$ cat src/rtl/alarm_match_unit_pkg.sv
package alarm_match_unit_pkg;
    localparam int NUM_ALARMS = 2;
    localparam int BCD_W      = 7;
    localparam int WDAY_W     = 3;
    localparam int DATE_W     = 6;
    localparam int REG_W      = 8;
    localparam int MASK_BIT   = REG_W - 1;
    localparam int DAYSEL_BIT = REG_W - 2;

    typedef struct packed {
        logic [BCD_W-1:0]  sec;
        logic [BCD_W-1:0]  min;
        logic [BCD_W-1:0]  hour;
        logic [WDAY_W-1:0] wday;
        logic [DATE_W-1:0] date;
    } live_time_t;

    typedef struct packed {
        logic [REG_W-1:0] sec;
        logic [REG_W-1:0] min;
        logic [REG_W-1:0] hour;
        logic [REG_W-1:0] day;
    } alarm_bytes_t;

    typedef struct packed {
        logic [NUM_ALARMS-1:0] flag;
    } amu_state_t;
endpackage

$ cat src/rtl/alarm_field_cmp.sv
module alarm_field_cmp
    import alarm_match_unit_pkg::*;
(
    input  live_time_t   now,
    input  alarm_bytes_t regs,
    output logic         hit
);
    logic sec_ok, min_ok, hour_ok, day_ok, day_val_ok;

    always_comb begin
        sec_ok  = regs.sec[MASK_BIT]  | (regs.sec[BCD_W-1:0]  == now.sec);
        min_ok  = regs.min[MASK_BIT]  | (regs.min[BCD_W-1:0]  == now.min);
        hour_ok = regs.hour[MASK_BIT] | (regs.hour[BCD_W-1:0] == now.hour);
        if (regs.day[DAYSEL_BIT]) begin
            day_val_ok = (regs.day[WDAY_W-1:0] == now.wday);
        end else begin
            day_val_ok = (regs.day[DATE_W-1:0] == now.date);
        end
        day_ok = regs.day[MASK_BIT] | day_val_ok;
        hit    = sec_ok & min_ok & hour_ok & day_ok;
    end
endmodule

$ cat src/rtl/alarm_match_unit.sv
module alarm_match_unit
    import alarm_match_unit_pkg::*;
(
    input  logic        clk,
    input  logic        rst_n,
    input  logic        tick,
    input  logic [6:0]  tm_sec,
    input  logic [6:0]  tm_min,
    input  logic [6:0]  tm_hour,
    input  logic [2:0]  tm_wday,
    input  logic [5:0]  tm_date,
    input  logic [7:0]  a1_sec_reg,
    input  logic [7:0]  a1_min_reg,
    input  logic [7:0]  a1_hour_reg,
    input  logic [7:0]  a1_day_reg,
    input  logic [7:0]  a2_min_reg,
    input  logic [7:0]  a2_hour_reg,
    input  logic [7:0]  a2_day_reg,
    input  logic [1:0]  irq_en,
    input  logic        route_sel,
    input  logic        clr_we,
    input  logic [1:0]  clr_data,
    output logic [1:0]  flags,
    output logic        irq_a_n,
    output logic        irq_b_n
);
    live_time_t            now;
    alarm_bytes_t          regs [NUM_ALARMS];
    logic [NUM_ALARMS-1:0] hit;
    logic [NUM_ALARMS-1:0] req;
    amu_state_t            st_d, st_q;

    // The second alarm has no seconds byte. It is given a fixed unmasked
    // seconds value of 00, so it fires only at the minute boundary.
    always_comb begin
        now.sec  = tm_sec;
        now.min  = tm_min;
        now.hour = tm_hour;
        now.wday = tm_wday;
        now.date = tm_date;
        regs[0]  = '{sec: a1_sec_reg, min: a1_min_reg, hour: a1_hour_reg, day: a1_day_reg};
        regs[1]  = '{sec: '0,         min: a2_min_reg, hour: a2_hour_reg, day: a2_day_reg};
    end

    for (genvar i = 0; i < NUM_ALARMS; i++) begin : g_cmp
        alarm_field_cmp u_cmp (
            .now  (now),
            .regs (regs[i]),
            .hit  (hit[i])
        );
    end

    // Next state: the clear write applies first and a strobed match is
    // applied after it, so a match wins over a clear in the same cycle.
    always_comb begin
        st_d = st_q;
        if (clr_we) begin
            st_d.flag = st_d.flag & clr_data;
        end
        if (tick) begin
            st_d.flag = st_d.flag | hit;
        end
    end

    always_ff @(posedge clk or negedge rst_n) begin
        if (!rst_n) begin
            st_q <= '0;
        end else begin
            st_q <= st_d;
        end
    end

    always_comb begin
        req   = st_q.flag & irq_en;
        flags = st_q.flag;
        if (route_sel) begin
            irq_a_n = ~req[0];
            irq_b_n = ~req[1];
        end else begin
            irq_a_n = 1'b1;
            irq_b_n = ~(|req);
        end
    end
endmodule

$ cat config.mk
export PLATFORM = sky130hd
export DESIGN_NAME = alarm_match_unit
export DESIGN_NICKNAME = d
export VERILOG_FILES = /design/src/rtl/alarm_match_unit_pkg.sv /design/src/rtl/alarm_field_cmp.sv /design/src/rtl/alarm_match_unit.sv
export SDC_FILE = /design/constraint.sdc
export NUM_CORES = 1
export LEC_CHECK = 0
export ABC_AREA = 0
export BUFFER_PORTS_ARGS = -buffer_cell sky130_fd_sc_hd__clkbuf_2
export CAP_MARGIN = 20
export CORE_MARGIN = 8
export CORE_UTILIZATION = 31
export CTS_CLUSTER_DIAMETER = 60
export DETAILED_ROUTE_END_ITERATION = 16
export MAX_ROUTING_LAYER = met4
export PLACE_DENSITY = 0.89
export SYNTH_ARGS = -nofsm -noshare
export SYNTH_HDL_FRONTEND = slang
export SYNTH_SLANG_ARGS = --single-unit
export TNS_END_PERCENT = 10
$ cat constraint.sdc
create_clock -name clk -period 1.1 [get_ports clk]
set_clock_uncertainty 0.2 [all_clocks]
set_input_delay 0 -clock clk [delete_from_list [all_inputs] [get_ports clk]]
set_output_delay 0 -clock clk [all_outputs]
set_load 0.05 [all_outputs]
# Yosys cells after proc, flatten, opt, wreduce, memory -nomap -nowiden

Index checks and enable logic that the tools add are counted.

Flip-flop bits (word level): 2
Output and inout bits: 4
Word-level logic and storage cells: 37
Bits of input ports: 95

Equality and inequality tests: 9
Reductions and logical operators: 2
Bitwise operators: 19
Multiplexer cells: 6

Operators with widths:

| operator         | count |
|---|---|
| $eq A7 B7 Y1     | 5 |
| $eq A6 B6 Y1     | 2 |
| $logic_not A7 Y1 | 1 |
| $or A1 B1 Y1     | 7 |
| $and A1 B1 Y1    | 6 |
| $eq A3 B3 Y1     | 2 |
| $and A2 B2 Y2    | 2 |
| $mux W1          | 4 |
| $mux W2          | 2 |
| $not A1 Y1       | 3 |
| $or A2 B2 Y2     | 1 |
| $reduce_or A2 Y1 | 1 |

# Depth between registers and ports, before layout

Depth after elaboration: 7
Depth in mapped cells: 5
Gate-level depth less buffers: 5

# Hierarchy

From an unflattened synthesis, not the netlist that was laid out.

Cell total of the unflattened synthesis: 90
Area total of the unflattened synthesis: 804.5 um2

Modules (own cells, without submodules):

| module           | cells an instance | area each (um2) | times used | seq. area each (um2) |
|---|---|---|---|---|
| alarm_field_cmp  | 40                | 351.6           | 2          | 0.0 |
| alarm_match_unit | 10                | 101.3           | 1          | 50.0 |

# Worst setup path after synthesis

No wires, ideal clock.

Path type: register -> output
Start: register st_q (netlist bit flags[0])
End: output irq_b_n
Data arrival time: 1.498 ns
Stages on the path, launching flop included: 4
Buffers on the path: 0
Data required time: 0.900 ns
Path slack: -0.598 ns
Cell sequence: dfrtp_1 nand2_1 nor2_1 a21oi_1

Word-level cells in the longest chain between the ends: 4

RTL lines:

| item                     | line                   | text |
|---|---|---|
| start: declaration       | alarm_match_unit.sv:31 | `amu_state_t st_d, st_q;` |
| start signal: assignment | alarm_match_unit.sv:69 | `st_q <= st_d;` |
| $and A2 B2 Y2            | alarm_match_unit.sv:74 | `req = st_q.flag & irq_en;` |
| $reduce_or A2 Y1         | alarm_match_unit.sv:81 | `irq_b_n = ~(\|req);` |
| $not A1 Y1               | alarm_match_unit.sv:81 |  |
| $mux W1                  | alarm_match_unit.sv:76 | `if (route_sel) begin` |
| end: declaration         | alarm_match_unit.sv:25 | `output logic irq_b_n` |

No other way between the ends.

# Final worst setup path

Same ends and word-level chain as after synthesis.

==> results.json <==
{
  "maxCapViolCount": 0,
  "synth-main-ff-cell": "dfrtp_1",
  "hold_class": "input pin to register",
  "synthToLayoutAreaGrowth_pct": 120,
  "rsz0062_at_grt": "true",
  "synth_area_um2": 714,
  "period_needed_ps": 1270,
  "power_leakage_nw": 0.798,
  "synth-edff-count": 0,
  "grt_overflow": 0,
  "htree_levels": 1,
  "cts_tree": "yes",
  "cts_sinks": 2,
  "synth_warnings": 0,
  "synth_top_area_share_pct": 34.3,
  "num_vias": 1118,
  "worst-slew-pin-transition_ps": 253,
  "postCtsSetupBuffers": 0,
  "diodes": 0,
  "cpMaxStageDelayCell": "dfrtp_2",
  "grt_max_degree": 4,
  "fillers": 180,
  "pin_count": 99,
  "cts_root_buffer": "clkbuf_4",
  "start_util_pct": 32.6,
  "crit_arrival_ps": 1070,
  "cp-startpoint": "flags[0]$_DFF_PN0_",
  "max_slew_margin_pct": 82.9,
  "whs_ps": -69.2,
  "dp_hpwl_mm": 3.14,
  "ys_top_cells_by_area": "xnor2_1, xor2_1, a41oi_1, dfrtp_1, nor4_1",
  "postSynthAreaPerCell_um2": 8.51,
  "die-area_mm2": 0.00410,
  "hold_viol": 2,
  "clock_latency_ps": 240,
  "via_per_inst": 4.66,
  "cp-start-kind": "register",
  "hold_start": "clr_data[0]",
  "setup_ws_ps": -170,
  "pre_cts_ws_ps": -514,
  "powerDensity_mw_per_mm2": 530,
  "slew_violations": 0,
  "violations": "negative hold slack, negative setup slack",
  "regToRegStartpoint": "flags[0]$_DFF_PN0_",
  "status": "finished, violations left",
  "drt-total-wl_mm": 3.67,
  "cts_inserted_buffers": 3,
  "grt_pass1_wl_mm": 5.47,
  "numPortBuffers": 98,
  "grt_antenna_before_repair": 0,
  "synth_seq_cells": 2,
  "yosysTopAreaCell": "xnor2_1",
  "dieWidth_um": 64.0,
  "crit_path_end_kind": "primary output",
  "max_stage_delay_ps": 410,
  "crit_fanout": 3,
  "row_count": 17,
  "crit_type": "register to primary output",
  "clkTransAtPathRegs_ps": 40,
  "fmax_mhz": 787,
  "die_y_um": 64.0,
  "largest_reg_flops": 2,
  "finalCritPeriodShare_pct": 115,
  "clock_path_buffers": 2,
  "place_congestion": 0.782,
  "drive_gt1_share_pct": 61.3,
  "setup_violations": 5,
  "crit_required_ps": 900,
  "path_buf_inv": 1,
  "yosysMostFrequentCell": "xnor2_1",
  "drt-pass1-iter-count": 3,
  "antenna_left": 0,
  "core-area_mm2": 0.00219,
  "synth_common_cells": "xnor2_1, xor2_1, nor4_1",
  "async_flop_share_pct": 100,
  "grt_usage_pct": 17.2,
  "grt_pass1_vias": 1348,
  "path_cells": "nand2_1 > nor2_2 > a21oi_4 > buf_8",
  "synth-seq-area-share_pct": 7.01,
  "drt_iter0_markers": 10,
  "cpLargestDelayFamily": "flip-flops",
  "finalPower_mw": 0.831,
  "peakVddDrop_mv": 0.333,
  "synth.distinct_cells": 18,
  "routedWlPerCell_um": 15.3,
  "syn-instance-count": 84,
  "nNetsFinal": 308,
  "synth_fp_nets": 179,
  "remaining_drc_errors": 0
}
==> layout make-up <==
type,count,area [um2],area share (%)
multi-input cells,81,709,45.2
flip-flops and latches,2,51.3,3.27
clock buffers,4,26.3,1.67
inverters,1,3.75,0.239
well taps,28,35.0,2.23
repair buffers,124,743,47.4
==> cells in the final DEF, fill, tap and decap left out, drive strengths merged <==
cell | netlist | layout
a2111oi | 1 | 1
a21bo | 1 | 1
a21oi | 1 | 1
a41o | 1 | 1
a41oi | 6 | 6
buf | 0 | 23
clkbuf | 0 | 99
dfrtp | 2 | 2
dlygate4sd3 | 0 | 6
inv | 1 | 1
nand2 | 1 | 1
nand3 | 1 | 1
nand4 | 2 | 2
nor2 | 1 | 1
nor4 | 8 | 8
nor4b | 1 | 1
o211ai | 1 | 1
o21ai | 2 | 2
o31ai | 1 | 1
xnor2 | 28 | 28
xor2 | 25 | 25
==> per-stage QoR <==
| stage | util (%) | TNS, ps | instance area [um2] | std cells |
|---|---|---|---|---|
| 4_1_cts | 70.1 | -475 | 1540 | 238 |
| 3_5_place_dp | 64.2 | -757 | 1410 | 230 |
| 2_1_floorplan | - | -352 | 732 | 84 |
| 5_1_grt | 71.6 | -696 | 1570 | 240 |
| 6_report | 71.6 | -428 | 1570 | 240 |
| 3_3_place_gp | 64.2 | -725 | 1410 | 230 |
==> kinds of logic (layout without fill, tap and decap cells) <==
group                     Yosys count  count (layout)  synth area share, %
AOI/OAI and AO/OA                  14              14                 15.8
and+or+nand+nor                    14              14                 11.7
DFF                                 2               2                 7.01
xor gates and xnor gates           53              53                 65.0
buffers and inverters               1             129                0.525
==> tightest hold or removal path, stage by stage <==
cell and delay [ps]:
clkbuf_2 70, o21ai_0 80, a21bo_1 180
==> final timing paths <==
| kind | slack (ps) | depth (start not counted) | to |
|---|---|---|---|
| worst max-delay path | -170 | 4 | irq_b_n |
| worst min-delay path | -70 | 3 | flags[0]$_DFF_PN0_ |
| worst max register to register | 50 | 2 | flags[0]$_DFF_PN0_ |
| worst min register to register | 450 | 2 | flags[1]$_DFF_PN0_ |
| max in group asynchronous | 90 | 3 | flags[0]$_DFF_PN0_ |
| min in group asynchronous | 470 | 3 | flags[0]$_DFF_PN0_ |
==> where the power goes <==
part           internal, mW  total [mW]  switching (mW)
combinational         0.322       0.556           0.234
sequential           0.0779      0.0810         0.00312
clock                 0.136       0.194          0.0584
total                 0.536       0.831           0.295
==> metal layers <==
layer	vias up	global-route usage, %	part of all wire, %
li1	562	-	-
met1	495	14.3	32
met2	53	35.9	62
met3	8	2.79	3.9
met4	0	6.96	2.1
met5	-	-	0
==> repair_timing <==
item | 4_1_cts | 5_1_grt
pin swaps | 6 | 4
setup endpoints to repair | 6 | 5
resized for setup | 13 | 5
hold buffers | 4 | 2
hold endpoints to repair | 4 | 2
(Power assumes the default switching activity.)
